### config.mk
export PLATFORM = sky130hd
export DESIGN_NAME = serial_cfg_loader
export DESIGN_NICKNAME = d
export VERILOG_FILES = /design/src/rtl/cfg_pkg.sv /design/src/rtl/cfg_sync.sv /design/src/rtl/cfg_shift_fsm.sv /design/src/rtl/cfg_chan_latch.sv /design/src/rtl/serial_cfg_loader.sv
export SDC_FILE = /design/constraint.sdc
export NUM_CORES = 1
export LEC_CHECK = 0
export ABC_AREA = 1
export BUFFER_PORTS_ARGS = -buffer_cell sky130_fd_sc_hd__buf_2
export CORE_UTILIZATION = 58
export DETAILED_ROUTE_END_ITERATION = 12
export PLACE_DENSITY = 0.95
export SYNTH_ARGS = -nofsm -noshare
export SYNTH_HDL_FRONTEND = slang
export SYNTH_SLANG_ARGS = --single-unit
### constraint.sdc
create_clock -name clk -period 2.3 [get_ports clk]
set_input_delay 0.115 -clock clk [delete_from_list [all_inputs] [get_ports clk]]
set_output_delay 0.115 -clock clk [all_outputs]
set_load 0.01 [all_outputs]
### src/rtl/cfg_pkg.sv
package cfg_pkg;
    localparam int WORD_W   = 22;
    localparam int CTRL_W   = 2;
    localparam int R_W      = 15;
    localparam int A_W      = 7;
    localparam int N_W      = 11;
    localparam int R_MIN    = 3;
    localparam int N_RST    = 3;
    localparam int R_LSB    = CTRL_W;
    localparam int FLAG_LSB = R_LSB + R_W;
    localparam int A_LSB    = CTRL_W;
    localparam int N_LSB    = A_LSB + A_W;
    localparam int SW_POS   = N_LSB + N_W;
    localparam int PS_POS   = SW_POS + 1;

    localparam logic [1:0] DEST_REF2 = 2'b00;
    localparam logic [1:0] DEST_REF1 = 2'b01;
    localparam logic [1:0] DEST_DIV2 = 2'b10;
    localparam logic [1:0] DEST_DIV1 = 2'b11;

    typedef struct packed {
        logic [R_W-1:0] r;
        logic           fc;
        logic           cmc;
        logic           zc;
        logic           mlo;
        logic           mhi;
    } ref_cfg_t;

    typedef struct packed {
        logic [A_W-1:0] a;
        logic [N_W-1:0] n;
        logic           sw;
        logic           ps;
    } div_cfg_t;

    function automatic logic [1:0] dest_of(input logic [WORD_W-1:0] w);
        return {w[0], w[1]};
    endfunction

    function automatic ref_cfg_t decode_ref(input logic [WORD_W-1:0] w);
        ref_cfg_t f;
        f.r   = w[R_LSB +: R_W];
        f.fc  = w[FLAG_LSB];
        f.cmc = w[FLAG_LSB+1];
        f.zc  = w[FLAG_LSB+2];
        f.mlo = w[FLAG_LSB+3];
        f.mhi = w[FLAG_LSB+4];
        return f;
    endfunction

    function automatic div_cfg_t decode_div(input logic [WORD_W-1:0] w);
        div_cfg_t f;
        f.a  = w[A_LSB +: A_W];
        f.n  = w[N_LSB +: N_W];
        f.sw = w[SW_POS];
        f.ps = w[PS_POS];
        return f;
    endfunction
endpackage

### src/rtl/cfg_sync.sv
module cfg_sync #(
    parameter int WIDTH  = 3,
    parameter int STAGES = 2
) (
    input  logic             clk,
    input  logic             rst_n,
    input  logic [WIDTH-1:0] d_async,
    output logic [WIDTH-1:0] d_sync
);
    logic [WIDTH-1:0] stage_q [STAGES];

    generate
        for (genvar s = 0; s < STAGES; s++) begin : g_stage
            always_ff @(posedge clk or negedge rst_n) begin
                if (!rst_n) begin
                    stage_q[s] <= '0;
                end else if (s == 0) begin
                    stage_q[s] <= d_async;
                end else begin
                    stage_q[s] <= stage_q[(s == 0) ? 0 : s-1];
                end
            end
        end
    endgenerate

    assign d_sync = stage_q[STAGES-1];
endmodule

### src/rtl/cfg_shift_fsm.sv
module cfg_shift_fsm
    import cfg_pkg::*;
(
    input  logic              clk,
    input  logic              rst_n,
    input  logic              sclk_s,
    input  logic              sdat_s,
    input  logic              le_s,
    output logic              load_stb,
    output logic [WORD_W-1:0] word
);
    typedef enum logic [1:0] {ST_SHIFT, ST_LOAD, ST_HOLD} st_e;

    st_e               state_q, state_d;
    logic              sclk_d, le_d;
    logic              sclk_rise, le_rise, le_fall;
    logic [WORD_W-1:0] shreg_q;

    always_ff @(posedge clk or negedge rst_n) begin
        if (!rst_n) begin
            sclk_d <= 1'b0;
            le_d   <= 1'b0;
        end else begin
            sclk_d <= sclk_s;
            le_d   <= le_s;
        end
    end

    assign sclk_rise = sclk_s & ~sclk_d;
    assign le_rise   = le_s & ~le_d;
    assign le_fall   = ~le_s & le_d;

    always_comb begin
        state_d = state_q;
        unique case (state_q)
            ST_SHIFT: if (le_rise) state_d = ST_LOAD;
            ST_LOAD:  state_d = ST_HOLD;
            ST_HOLD:  if (le_fall || !le_s) state_d = ST_SHIFT;
            default:  state_d = ST_SHIFT;
        endcase
    end

    always_ff @(posedge clk or negedge rst_n) begin
        if (!rst_n) state_q <= ST_SHIFT;
        else        state_q <= state_d;
    end

    always_ff @(posedge clk or negedge rst_n) begin
        if (!rst_n) begin
            shreg_q <= '0;
        end else if (state_q == ST_SHIFT && sclk_rise && !le_rise) begin
            shreg_q <= {shreg_q[WORD_W-2:0], sdat_s};
        end
    end

    assign load_stb = (state_q == ST_LOAD);
    assign word     = shreg_q;

    AST_LOAD_SINGLE: assert property (@(posedge clk) disable iff (!rst_n)
        state_q == ST_LOAD |=> state_q == ST_HOLD);
    AST_HOLD_FREEZE: assert property (@(posedge clk) disable iff (!rst_n)
        state_q == ST_HOLD |=> $stable(shreg_q));
    AST_SHIFT_STEP: assert property (@(posedge clk) disable iff (!rst_n)
        (state_q == ST_SHIFT && sclk_rise && !le_rise)
        |=> shreg_q == {$past(shreg_q[WORD_W-2:0]), $past(sdat_s)});
endmodule

### src/rtl/cfg_chan_latch.sv
module cfg_chan_latch
    import cfg_pkg::*;
#(
    parameter logic [1:0] REF_CODE = DEST_REF1,
    parameter logic [1:0] DIV_CODE = DEST_DIV1
) (
    input  logic              clk,
    input  logic              rst_n,
    input  logic              load_stb,
    input  logic [WORD_W-1:0] word,
    output ref_cfg_t          ref_q,
    output div_cfg_t          div_q
);
    ref_cfg_t ref_next;
    div_cfg_t div_next;
    logic     hit_ref, hit_div, ratio_ok;

    assign ref_next = decode_ref(word);
    assign div_next = decode_div(word);
    assign hit_ref  = load_stb && (dest_of(word) == REF_CODE);
    assign hit_div  = load_stb && (dest_of(word) == DIV_CODE);
    assign ratio_ok = (ref_next.r >= R_W'(R_MIN));

    always_ff @(posedge clk or negedge rst_n) begin
        if (!rst_n) begin
            ref_q <= '{r: R_W'(R_MIN), fc: 1'b0, cmc: 1'b0, zc: 1'b0, mlo: 1'b0, mhi: 1'b0};
        end else if (hit_ref && ratio_ok) begin
            ref_q <= ref_next;
        end
    end

    always_ff @(posedge clk or negedge rst_n) begin
        if (!rst_n) begin
            div_q <= '{a: '0, n: N_W'(N_RST), sw: 1'b0, ps: 1'b1};
        end else if (hit_div) begin
            div_q <= div_next;
        end
    end

    AST_REF_FLOOR: assert property (@(posedge clk) disable iff (!rst_n)
        ref_q.r >= R_W'(R_MIN));
    AST_REF_REJECT: assert property (@(posedge clk) disable iff (!rst_n)
        (load_stb && dest_of(word) == REF_CODE && decode_ref(word).r < R_W'(R_MIN))
        |=> $stable(ref_q));
    AST_REF_QUIET: assert property (@(posedge clk) disable iff (!rst_n)
        !(load_stb && dest_of(word) == REF_CODE) |=> $stable(ref_q));
    AST_DIV_TAKE: assert property (@(posedge clk) disable iff (!rst_n)
        (load_stb && dest_of(word) == DIV_CODE) |=> div_q == $past(decode_div(word)));
endmodule

### src/rtl/serial_cfg_loader.sv
module serial_cfg_loader
    import cfg_pkg::*;
#(
    parameter int SYNC_STAGES = 2
) (
    input  logic           clk,
    input  logic           rst_n,
    input  logic           ser_clk,
    input  logic           ser_dat,
    input  logic           ser_le,
    output logic [14:0]    ch1_ref_ratio,
    output logic           ch1_pd_pol,
    output logic           ch1_cp_boost,
    output logic           ch1_cp_tri,
    output logic           ch1_mon_lo,
    output logic           ch1_mon_hi,
    output logic [6:0]     ch1_swallow,
    output logic [10:0]    ch1_main_cnt,
    output logic           ch1_pre_mode,
    output logic           ch1_pwr_save,
    output logic [14:0]    ch2_ref_ratio,
    output logic           ch2_pd_pol,
    output logic           ch2_cp_boost,
    output logic           ch2_cp_tri,
    output logic           ch2_mon_lo,
    output logic           ch2_mon_hi,
    output logic [6:0]     ch2_swallow,
    output logic [10:0]    ch2_main_cnt,
    output logic           ch2_pre_mode,
    output logic           ch2_pwr_save
);
    localparam int NCH = 2;

    logic [2:0]        pins_s;
    logic              load_stb;
    logic [WORD_W-1:0] word;
    ref_cfg_t          ref_q [NCH];
    div_cfg_t          div_q [NCH];

    cfg_sync #(.WIDTH(3), .STAGES(SYNC_STAGES)) u_sync (
        .clk     (clk),
        .rst_n   (rst_n),
        .d_async ({ser_le, ser_dat, ser_clk}),
        .d_sync  (pins_s)
    );

    cfg_shift_fsm u_fsm (
        .clk      (clk),
        .rst_n    (rst_n),
        .sclk_s   (pins_s[0]),
        .sdat_s   (pins_s[1]),
        .le_s     (pins_s[2]),
        .load_stb (load_stb),
        .word     (word)
    );

    generate
        for (genvar c = 0; c < NCH; c++) begin : g_ch
            cfg_chan_latch #(
                .REF_CODE((c == 0) ? DEST_REF1 : DEST_REF2),
                .DIV_CODE((c == 0) ? DEST_DIV1 : DEST_DIV2)
            ) u_latch (
                .clk      (clk),
                .rst_n    (rst_n),
                .load_stb (load_stb),
                .word     (word),
                .ref_q    (ref_q[c]),
                .div_q    (div_q[c])
            );
        end
    endgenerate

    assign {ch1_ref_ratio, ch1_pd_pol, ch1_cp_boost, ch1_cp_tri, ch1_mon_lo, ch1_mon_hi} = ref_q[0];
    assign {ch2_ref_ratio, ch2_pd_pol, ch2_cp_boost, ch2_cp_tri, ch2_mon_lo, ch2_mon_hi} = ref_q[1];
    assign {ch1_swallow, ch1_main_cnt, ch1_pre_mode, ch1_pwr_save} = div_q[0];
    assign {ch2_swallow, ch2_main_cnt, ch2_pre_mode, ch2_pwr_save} = div_q[1];

    AST_ONE_TARGET: assert property (@(posedge clk) disable iff (!rst_n)
        $countones({$changed(ref_q[0]), $changed(ref_q[1]),
                    $changed(div_q[0]), $changed(div_q[1])}) <= 1);
endmodule

Word level (Yosys, flattened, before mapping)
Index checks and enable logic that the tools add are counted.
Widths: inputs -> output; s select.
{ "classes": {"order_cmp": 1, "n_eq_ne": 7, "muxes": 3, "n_bitwise": 6, "reduce_logical": 14} }
{ "ops": {"columns": ["op", "count"], "rows": [
  ["$ge 15x2->1 const B", 1],
  ["$logic_and 1x1->1", 8],
  ["$eq 2x2->1 const B", 3],
  ["$pmux 2 s3", 1],
  ["$eq 2x1->1 const B", 2],
  ["$logic_not 2->1", 2],
  ["$mux 2", 2],
  ["$ne 2x1->1 const B", 2],
  ["$and 1x1->1", 3],
  ["$not 1->1", 3],
  ["$logic_not 1->1", 2],
  ["$reduce_and 2->1", 1],
  ["$logic_or 1x1->1", 1]
]} }
{ "word_totals": {"ff_bits": 112, "input_bits": 5, "out_inout_bits": 80, "word_cells": 57} }

Longest topological paths before layout
Gate-level depths: netlist (run 1).
{ "depth": {"ltp_word": 5, "depth_mapped": 8, "ltp_nobuf": 7} }

Hierarchy
From an unflattened synthesis (run 1), not the netlist that was laid out.
{ "unflattened": {"cells_unflattened": 456, "hier_area_um2": 4576.9} }
{ "by_module_without_submodules": {"columns": ["module", "instances", "cells_each", "area_per_inst_um2", "seq_area_each_um2"], "rows": [
  ["cfg_chan_latch (g_ch[0].u_latch)", 1, 150, 1701.6, 1007.2],
  ["cfg_chan_latch (g_ch[1].u_latch)", 1, 186, 1631.6, 1007.2],
  ["cfg_shift_fsm", 1, 111, 1071.0, 650.6],
  ["cfg_sync", 1, 9, 172.7, 150.1]
]} }

Worst setup path before layout (run 1)
OpenSTA, ideal clock, no wires.
{ "synth_path": {"path_kind": "reg-to-reg", "from": "register u_fsm.state_q[0]", "to": "register u_fsm.shreg_q[12], in the netlist u_fsm.word[12]", "setup_ns": 0.130, "t_arrival_ns": 1.023, "required_ns": 2.170, "path_slack_ns": 1.147, "stages_incl_launch_ff": 6, "n_path_buf": 1, "period_less_slack_ns": 1.153, "cell_sequence": "dfrtp_1 nor2_1 nand4_2 clkbuf_1 nand2_1 o21ai_0"} }
{ "synth_via": {"elab_chain_cells": 3} }
{ "synth_rtl": {"columns": ["element", "line", "text"], "rows": [
  ["start, declared", "cfg_shift_fsm.sv:14", "st_e state_q, state_d;"],
  ["start signal, assigned", "cfg_shift_fsm.sv:45", "else state_q <= state_d;"],
  ["$logic_not 2->1", "cfg_shift_fsm.sv:51", "end else if (state_q == ST_SHIFT && sclk_rise && !le_rise) begin"],
  ["$logic_and 1x1->1 (2 in series)", "cfg_shift_fsm.sv:51", null],
  ["end signal, assigned", "cfg_shift_fsm.sv:52", "shreg_q <= {shreg_q[WORD_W-2:0], sdat_s};"],
  ["end, declared", "cfg_shift_fsm.sv:17", "logic [WORD_W-1:0] shreg_q;"]
]} }
Every way passes these cells.
A chain may end at the register's enable or synchronous reset.

Worst setup path in the final report (run 1)
{ "layout_path": {"from": "register u_fsm.shreg_q[15], in the netlist u_fsm.word[15]", "to": "register g_ch[1].u_latch.ref_q[17] (netlist name)"} }
{ "layout_via": {"elab_chain_cells": 2} }
{ "layout_rtl": {"columns": ["element", "line", "text"], "rows": [
  ["$ge 15x2->1", "cfg_chan_latch.sv:22", "assign ratio_ok = (ref_next.r >= R_W'(R_MIN));"],
  ["$logic_and 1x1->1", "cfg_chan_latch.sv:27", "end else if (hit_ref && ratio_ok) begin"]
]} }
Every way passes these cells.

==> flow_metrics.tcl, run 1 <==
set metrics [dict create \
    row_count 30 \
    yosysWarningCount 0 \
    viasPerCell 5.42 \
    rsz0062_at_grt "false" \
    multi_input_area_mm2 0.00117 \
    wl_per_cell_um 14.7 \
    fillCellCount 513 \
    dr_total_vias 3351 \
    synth-seq-cells 112 \
    clock.fmax_mhz 546 \
    portBuffers 84 \
    cts_buffer_depth 2 \
    timing.final.crit_share_pct 79.6 \
    syn2layout_area_growth_pct 18.2 \
    syn_inst 432 \
    wl_met1_mm 3.99 \
    die-width_um 87.2 \
    syn_area_mm2 0.00421 \
    async_flop_share_pct 100 \
    worstReg2RegStart "u_fsm.word[15]$_DFFE_PN0P_" \
    start_util_pct 60.9 \
    grt.total_usage_pct 25.8 \
    dpl_worst_slack_ns 0.489 \
    dr_wl_met3_um 457 \
    drv_slew 0 \
    detail-route-antenna-nets 0 \
    dpl_cell_area_mm2 0.00471 \
    numCtsBuffers 9 \
    setup-tns-final_ns 0 \
    hpwl_mm 6.40 \
    synth_cell_type_count 14 \
    drt_pre_antenna_iters 5 \
    final_cell_area_mm2 0.00497 \
    setup_ws_ns 0.469 \
    die_area_mm2 0.00760 \
    avgSynthCellArea_um2 9.74 \
    grt-ovfl-total 0 \
    yosysMostFrequentCell "nand2_1" \
    skew_ns 0.0114 \
    clk_latency_ns 0.37 \
    p_per_area_mw_per_mm2 961 \
    grt_max_degree 58 \
    synth_edf_count 0 \
    topRoutingLayerUsed "met4" \
    tritoncts "done" \
    htreeDepth 3 \
    fin_nets 522 \
    ir_drop_v 0.000679 \
    synth.top_cell.area_share_pct 60.7 \
    endpoint_kind "register" \
    crit_type "reg2reg" \
    cap_violations 0 \
    cp.arrival_ns 2.14 \
    synthesis.nets 437 \
    cts-root-buf "clkbuf_8" \
    core_mm2 0.00691 \
    drt_iter0_drc 253 \
    die_h_um 87.2 \
    synth_area_leader_cell "dfrtp_1" \
    fin_cells 618 \
    dr_wl_met2_mm 4.46 \
    wl_mm 9.09 \
    slew_headroom_pct 52.1 \
    layout.area.seq_mm2 0.00282 \
    synth-seq-area-share_pct 66.9 \
    drive_gt1_share_pct 23.4 \
    grt_pass1_wl_mm 14.7 \
    status "finished, final reports clean" \
    grt_pass1_vias 3049 \
    synth.area.top_cells "dfrtp_1 (61%), nand2_1 (13%), o21ai_0 (7.4%)" \
    boundaryPins 85 \
    worst_hold_slack_ns 0.335 \
    antenna_found_initial 0 \
    utilization_pct 72.0 \
    clk_pin_slew_ns 0.10 \
    ys.flop_type "dfrtp_1" \
    required_ns 2.61 \
    finalHoldViolations 0 \
    cts_resized 0 \
    cp-startpoint "u_fsm.word[15]$_DFFE_PN0P_" \
    drc 0 \
    crit_fanout 22 \
    tightest_slew_ns 0.719 \
    power_mw 4.78 \
    p_leak_nw 2.71 \
    cts_sinks 112 \
    period_minus_slack_ns 1.83 \
    n_antenna_cell 0 \
    worst_setup_path_start_kind "register" \
    place_congestion 0.797 \
    hold_class "in2async" \
    yosys-top-cells-count "nand2_1 (151), dfrtp_1 (102), o21ai_0 (62)" \
    setup_viol 0 \
    dpl.cell_count 598 \
]
==> sequential cells by signal (all words and copies together) (netlist names) <==
| signal | flops |
|---|---|
| u_sync.d_sync | 3 |
| u_fsm.le_d | 1 |
| u_sync.stage_q | 3 |
| g_ch.u_latch.div_q | 40 |
| u_fsm.word | 22 |
| g_ch.u_latch.ref_q | 40 |
| u_fsm.sclk_d | 1 |
| u_fsm.state_q | 2 |
==> cell families after synthesis <==
family,synth area share (%)
AO/OA/AOI/OAI,7.49
flip-flops,66.9
buffers and inverters,5.32
AND/OR/NAND/NOR,20.3
==> final timing paths <==
path / cells past startpoint / end / slack [ns]
worst min register to register: 0 / u_sync.d_sync[2]$_DFF_PN0_ / 0.36
min in group clk: 0 / u_sync.d_sync[2]$_DFF_PN0_ / 0.36
max in group asynchronous: 3 / g_ch[1].u_latch.div_q[3]$_DFFE_PN1P_ / 1.19
worst max register to register: 8 / g_ch[1].u_latch.ref_q[17]$_DFFE_PN0P_ / 0.47
worst min-delay path: 2 / g_ch[0].u_latch.div_q[7]$_DFFE_PN0P_ / 0.33
worst max-delay path: 8 / g_ch[1].u_latch.ref_q[17]$_DFFE_PN0P_ / 0.47
==> worst max-delay path, cell delays in order (launching register included) <==
cell and delay [ns]:
dfrtp_1 0.43, inv_1 0.13, nand3_1 0.10, nor2_1 0.09
nand2_1 0.08, buf_4 0.20, nand2_1 0.49, nand2_1 0.15
nand2_1 0.09
==> layout by cell type (no fill, tap or decap) <==
cell type / synthesis / routed
nor3_1: 1 / 1
inv_1: 26 / 26
nand2_1: 151 / 151
clkbuf_8: 0 / 10
buf_4: 4 / 10
inv_6: 0 / 1
nor2_1: 9 / 9
a21oi_1: 1 / 1
clkbuf_1: 3 / 1
buf_2: 17 / 83
bufinv_16: 0 / 2
nand3_1: 43 / 43
dfstp_2: 10 / 10
buf_12: 0 / 1
nand4_2: 1 / 1
dlygate4sd3_1: 0 / 4
nor3_2: 2 / 2
o21ai_0: 62 / 62
dfrtp_1: 102 / 102
clkinv_2: 0 / 2
==> routing by layer <==
| layer | vias to the layer above | track usage [%] |
|---|---|---|
| met5 | - | 0 |
| met4 | 0 | 9.84 |
| met3 | 21 | 4.45 |
| met2 | 131 | 39.8 |
| met1 | 1648 | 37.2 |
| li1 | 1551 | - |
==> layout make-up <==
type                            count  share of cell area (%)
Clock buffer                       11                    2.84
Clock inverter                      5                    1.59
Inverter                           26                    1.96
Multi-Input combinational cell    270                    23.5
Sequential cell                   112                    56.6
Tap cell                           96                    2.42
Timing Repair Buffer               98                    11.1
==> power by group <==
part | internal, mW | switching (mW) | leakage, nW | total, mW
Combinational | 0.349 | 0.711 | 1.10 | 1.06
Clock | 0.644 | 0.625 | 0.114 | 1.27
Sequential | 2.23 | 0.213 | 1.49 | 2.45
Total | 3.23 | 1.55 | 2.71 | 4.78
==> what timing repair did <==
action                    CTS  global route
buffers inserted            0             0
hold endpoints to repair   54             0
hold buffers                4             0
Note: power is estimated with default switching activity, not from simulation.
==> run 2: changes to the inputs <==
--- a/config.mk
+++ b/config.mk
@@ -7,9 +7,9 @@
 export LEC_CHECK = 0
 export ABC_AREA = 1
 export BUFFER_PORTS_ARGS = -buffer_cell sky130_fd_sc_hd__buf_2
-export CORE_UTILIZATION = 58
+export CORE_UTILIZATION = 54
 export DETAILED_ROUTE_END_ITERATION = 12
-export PLACE_DENSITY = 0.95
+export PLACE_DENSITY = 0.9
 export SYNTH_ARGS = -nofsm -noshare
 export SYNTH_HDL_FRONTEND = slang
 export SYNTH_SLANG_ARGS = --single-unit
==> constraint.sdc (replaced) <==
create_clock -name clk -period 1.8 [get_ports clk]
set_input_delay 0.09 -clock clk [delete_from_list [all_inputs] [get_ports clk]]
set_output_delay 0.09 -clock clk [all_outputs]
set_load 0.01 [all_outputs]
==> run 2 against run 1 <==
Net effect:
- final area about the same
- largest cell class unchanged
- critical path type unchanged
- combinational power up 26%
- count of clock-buffer cells in the layout down 2
- worst hold slack worse by 0.17 ns
- clock skew about the same
- maximum frequency up 23%
- critical path depth down 1
- highest routed layer unchanged
- non-clock buffer count up 1
==> flow_metrics.tcl, run 2 (synthesis gave the netlist of run 1 again) <==
set metrics [dict create \
    required_ns 2.08 \
    dr_total_vias 3230 \
    grt_pass1_vias 3200 \
    htreeDepth 3 \
    wl_per_cell_um 14.6 \
    ir_drop_v 0.000514 \
    setup_viol 0 \
    detail-route-antenna-nets 0 \
    drive_gt1_share_pct 23.7 \
    p_leak_nw 2.70 \
    die_h_um 90.3 \
    final_cell_mix "nand2_1 (151), dfrtp_1 (102), buf_2 (83)" \
    drt_pre_antenna_iters 5 \
    die-width_um 90.3 \
    tritoncts "done" \
    place_congestion 0.781 \
    start_util_pct 56.8 \
    drt_iter0_drc 289 \
    wl_mm 9.06 \
    rsz0062_at_grt "false" \
    status "finished, final reports clean" \
    grt-ovfl-total 0 \
    numCtsBuffers 9 \
    dpl_worst_slack_ns 0.352 \
    endpoint_kind "register" \
    hold_class "in2async" \
    slew_headroom_pct 73.7 \
    crit_type "reg2reg" \
    cp.arrival_ns 1.77 \
    grt.total_usage_pct 24.1 \
    setup_ws_ns 0.305 \
    fin_nets 523 \
    clk_latency_ns 0.36 \
    timing.final.crit_share_pct 83.0 \
    grt_max_degree 65 \
    die_area_mm2 0.00815 \
    r2r_cells 7 \
    boundaryPins 85 \
    finalHoldViolations 0 \
    holdBufCountCts 4 \
    n_antenna_cell 0 \
    post_cts.repair.setup_buffers 0 \
    cap_violations 0 \
    tightest_slew_ns 0.394 \
    cts-root-buf "clkbuf_8" \
    viasPerCell 5.19 \
    cts_buffer_depth 2 \
    core_mm2 0.00741 \
    hpwl_mm 6.18 \
    crit_fanout 40 \
    clk_pin_slew_ns 0.11 \
    setup-tns-final_ns 0 \
    period_minus_slack_ns 1.49 \
    cts_resized 0 \
    cts_sinks 112 \
    clock.fmax_mhz 669 \
    syn2layout_area_growth_pct 18.1 \
    worst_setup_path_start_kind "register" \
    drc 0 \
    grt_pass1_wl_mm 15.5 \
    portBuffers 84 \
    skew_ns 0.0111 \
    drv_slew 0 \
    antenna_found_initial 0 \
    layout_commonest_cell "nand2_1" \
    p_per_area_mw_per_mm2 1210 \
    row_count 31 \
]
## run 2: path summary, 6_finish.rpt
path,from,endpoint,slack [ns]
min in group clk,u_sync.stage_q[3]$_DFF_PN0_,u_sync.d_sync[0]$_DFF_PN0_,0.36
setup / recovery,u_fsm.state_q[1]$_DFFE_PN0P_,g_ch[1].u_latch.div_q[17]$_DFFE_PN0P_,0.31
max in group asynchronous,rst_n,g_ch[1].u_latch.ref_q[6]$_DFFE_PN1P_,0.92
hold reg to reg,u_sync.stage_q[3]$_DFF_PN0_,u_sync.d_sync[0]$_DFF_PN0_,0.36
hold / removal,rst_n,g_ch[1].u_latch.div_q[11]$_DFFE_PN0P_,0.17
setup reg to reg,u_fsm.state_q[1]$_DFFE_PN0P_,g_ch[1].u_latch.div_q[17]$_DFFE_PN0P_,0.31
## run 2: final cells by class
class                           count  area, um2
Inverter                           26       97.6
Sequential cell                   112       2820
Clock buffer                        9        124
Tap cell                           99        124
Clock inverter                      7       83.8
Fill cell                         563       2440
Timing Repair Buffer               99        558
Multi-Input combinational cell    270       1170
## run 2: worst max-delay path, stage by stage, from the launching register on
cell and delay (ns):
dfrtp_1 0.41, inv_1 0.06, nand2_1 0.16, inv_1 0.08, nand3_1 0.07, buf_4 0.34, nand2_1 0.15, o21ai_0 0.12
## run 2: layer usage
metal,vias up,global-route usage (%),wire length [um],part of all wire [%]
met1,1525,36.2,4320,48
met5,-,0,0,0
met4,0,8.74,157,1.7
li1,1547,-,-,-
met3,15,4.21,619,6.8
met2,143,35.6,3970,44
## run 2: through the flow
stage                     total power, mW  cell area, um2  hold slack, ns  instances  utilization (%)
after global placement               4.45            4720          0.0365        602             63.8
after global routing                 6.36            4970           0.212        622             67.1
after floorplan                      3.99            4210          -0.206        432                -
final                                6.02            4970           0.169        622             67.1
after CTS                            6.04            4970           0.181        622             67.1
after detailed placement             4.50            4720          0.0417        602             63.8
## run 2: report_power, final
part | total [mW] | switching (mW) | internal [mW]
Clock | 1.55 | 0.872 | 0.674
Sequential | 3.13 | 0.271 | 2.86
Combinational | 1.34 | 0.895 | 0.449
Total | 6.02 | 2.04 | 3.98
==> run 3: changes to the inputs <==
--- a/config.mk
+++ b/config.mk
@@ -5,7 +5,7 @@
 export SDC_FILE = /design/constraint.sdc
 export NUM_CORES = 1
 export LEC_CHECK = 0
-export ABC_AREA = 1
+export ABC_AREA = 0
 export BUFFER_PORTS_ARGS = -buffer_cell sky130_fd_sc_hd__buf_2
 export CORE_UTILIZATION = 54
 export DETAILED_ROUTE_END_ITERATION = 12
==> constraint.sdc (replaced) <==
create_clock -name clk -period 1.5 [get_ports clk]
set_input_delay 0.075 -clock clk [delete_from_list [all_inputs] [get_ports clk]]
set_output_delay 0.075 -clock clk [all_outputs]
set_load 0.01 [all_outputs]
==> run 3 against run 2 <==
Net effect:
- the run now ends with setup timing left
- register-to-register slack got worse by 0.58 ns
- critical endpoint is now g_ch[1].u_latch.ref_q[4]$_DFFE_PN0P_
- via count is 21% lower
- area after synthesis fell by 1.1%
- clock skew increased by 0.0013 ns
==> flow_metrics.tcl, run 3 <==
set metrics [dict create \
    viasPerCell 5.41 \
    fin_cells 469 \
    numCtsBuffers 9 \
    syn_area_mm2 0.00416 \
    worst_setup_path_start_kind "register" \
    violations "setup timing" \
    row_count 31 \
    synth-seq-area-share_pct 67.6 \
    die-width_um 89.8 \
    yosys-top-cells-count "dfrtp_1 (102), mux2_2 (99), dfstp_2 (10)" \
    dpl.cell_count 444 \
    fillCellCount 452 \
    dpl_worst_slack_ns -0.217 \
    cap_violations 0 \
    tightest_slew_ns 0.342 \
    antenna_found_initial 0 \
    grt.total_usage_pct 22.5 \
    endpoint_kind "register" \
    synth_edf_count 0 \
    clk_latency_ns 0.37 \
    die_area_mm2 0.00806 \
    detail-route-antenna-nets 0 \
    core_mm2 0.00737 \
    setup_ws_ns -0.274 \
    tritoncts "done" \
    syn_inst 242 \
    grt_max_degree 37 \
    boundaryPins 85 \
    yosysMostFrequentCell "dfrtp_1" \
    layout_commonest_cell "dfrtp_1" \
    async_flop_share_pct 100 \
    syn2layout_area_growth_pct 31.7 \
    grt_pass1_vias 2597 \
    cts-root-buf "clkbuf_8" \
    synth_area_leader_cell "dfrtp_1" \
    p_leak_nw 3.01 \
    wl_per_cell_um 19.5 \
    n_antenna_cell 0 \
    ir_drop_v 0.000682 \
    drc 0 \
    hold_class "in2async" \
    pwr-share-seq_pct 50.6 \
    synth_cell_type_count 19 \
    p_int_mw 5.29 \
    slew_headroom_pct 77.2 \
    yosysWarningCount 0 \
    htreeDepth 3 \
    cts_buffer_depth 2 \
    start_util_pct 56.5 \
    p_per_area_mw_per_mm2 1340 \
    synth.area.top_cells "dfrtp_1 (61%), mux2_2 (27%), dfstp_2 (6.3%)" \
    avgSynthCellArea_um2 17.2 \
    setup_viol 56 \
    die_h_um 89.8 \
    cts_sinks 112 \
    dpl_cell_area_mm2 0.00490 \
    grt_pass1_wl_mm 13.7 \
    place_congestion 0.726 \
    hpwl_mm 5.52 \
    finalHoldViolations 0 \
    worst_hold_slack_ns 0.159 \
    setup-tns-final_ns -10.73 \
    ys.flop_type "dfrtp_1" \
    clock.fmax_mhz 564 \
    final_cell_area_mm2 0.00548 \
    crit_fanout 9 \
    swShare_pct 28.1 \
    p_sw_mw 2.07 \
    synthesis.nets 247 \
    p_comb_share_pct 22.2 \
    power_frac_clock_pct 27.2 \
    clk_pin_slew_ns 0.10 \
    fin_nets 370 \
    drt_pre_antenna_iters 5 \
    final_cell_mix "dfrtp_1 (100), buf_2 (84), mux2_2 (60)" \
    portBuffers 84 \
    skew_ns 0.0124 \
    synth.top_cell.area_share_pct 61.3 \
    utilization_pct 74.4 \
    grt-ovfl-total 0 \
    drv_slew 0 \
    status "finished with violations" \
    synth-seq-cells 112 \
    period_minus_slack_ns 1.77 \
    required_ns 1.76 \
    dr_total_vias 2536 \
    timing.final.crit_share_pct 118 \
    crit_type "reg2reg" \
    drt_iter0_drc 89 \
    wl_mm 9.15 \
    rsz0062_at_grt "true" \
    drive_gt1_share_pct 69.2 \
    cp.arrival_ns 2.04 \
    power_mw 7.35 \
]
-- run 3: changes by cell type after synthesis, moves of 4 or more --
cell,delta
nand2_1,-148
mux2_2,+99
o21ai_0,-61
nand3_1,-42
inv_1,-26
buf_2,-11
nor2_1,-9
buf_4,-4
-- run 3: routing by layer --
| metal | part of all wire (%) | vias up | global-route usage (%) |
|---|---|---|---|
| li1 | - | 1104 | - |
| met1 | 41 | 1337 | 27.7 |
| met2 | 53 | 80 | 37.9 |
| met3 | 4.1 | 15 | 4.82 |
| met4 | 1.9 | 0 | 10.5 |
| met5 | 0 | - | 0 |
-- run 3: worst max-delay path, stage by stage (launching register included) --
cell     delay [ns]
dfrtp_1        0.45
nor4_4         0.31
nand4_1        0.22
nand2_2        0.17
buf_8          0.17
mux2_2         0.34
-- run 3: area by class of cell --
type	instances	area, um2	share of cell area, %
sequential	112	2820	51.4
tap	99	124	2.26
multi-input combinational	120	1490	27.1
timing repair buffer	122	823	15.0
clock buffer	10	138	2.51
clock inverter	6	91.3	1.67
-- run 3: worst paths after layout --
kind                                        startpoint                                    to  slack (ns)  depth (start not counted)
min reg2reg                u_sync.stage_q[3]$_DFF_PN0_            u_sync.d_sync[0]$_DFF_PN0_        0.36                          0
min in group clk                               ser_clk           u_sync.stage_q[3]$_DFF_PN0_        0.34                          2
max reg2reg                  u_fsm.word[7]$_DFFE_PN0P_  g_ch[1].u_latch.ref_q[4]$_DFFE_PN0P_       -0.27                          5
max                          u_fsm.word[7]$_DFFE_PN0P_  g_ch[1].u_latch.ref_q[4]$_DFFE_PN0P_       -0.27                          5
min                                              rst_n  g_ch[1].u_latch.ref_q[8]$_DFFE_PN0P_        0.16                          2
max in group asynchronous                        rst_n  g_ch[0].u_latch.ref_q[6]$_DFFE_PN1P_        0.70                          3
-- run 3: what timing repair did --
item                                    4_1_cts  5_1_grt
endpoints found under the setup margin       57       61
buffers inserted                              3        1
endpoints found under the hold margin       105        0
cloned                                        2        1
hold buffers                                  4        0
resized for setup                            24       49
pin swaps                                     1        6
-- run 3: power by group through the flow --
stage | registers [mW] | logic, mW | clock network, mW
after floorplan | 3.83 | 0.549 | 0
after global placement | 3.67 | 1.34 | 0
after detailed placement | 3.69 | 1.38 | 0
after CTS | 3.65 | 1.46 | 2.03
after global routing | 3.76 | 1.74 | 2.15
final | 3.72 | 1.64 | 2.00
-- run 3: cells by family after synthesis --
family	count (synthesis)	share of synthesized area, %
compound gates	2	0.301
buf+inv	10	1.92
flops	112	67.6
mux	102	27.6
simple gates	16	2.55
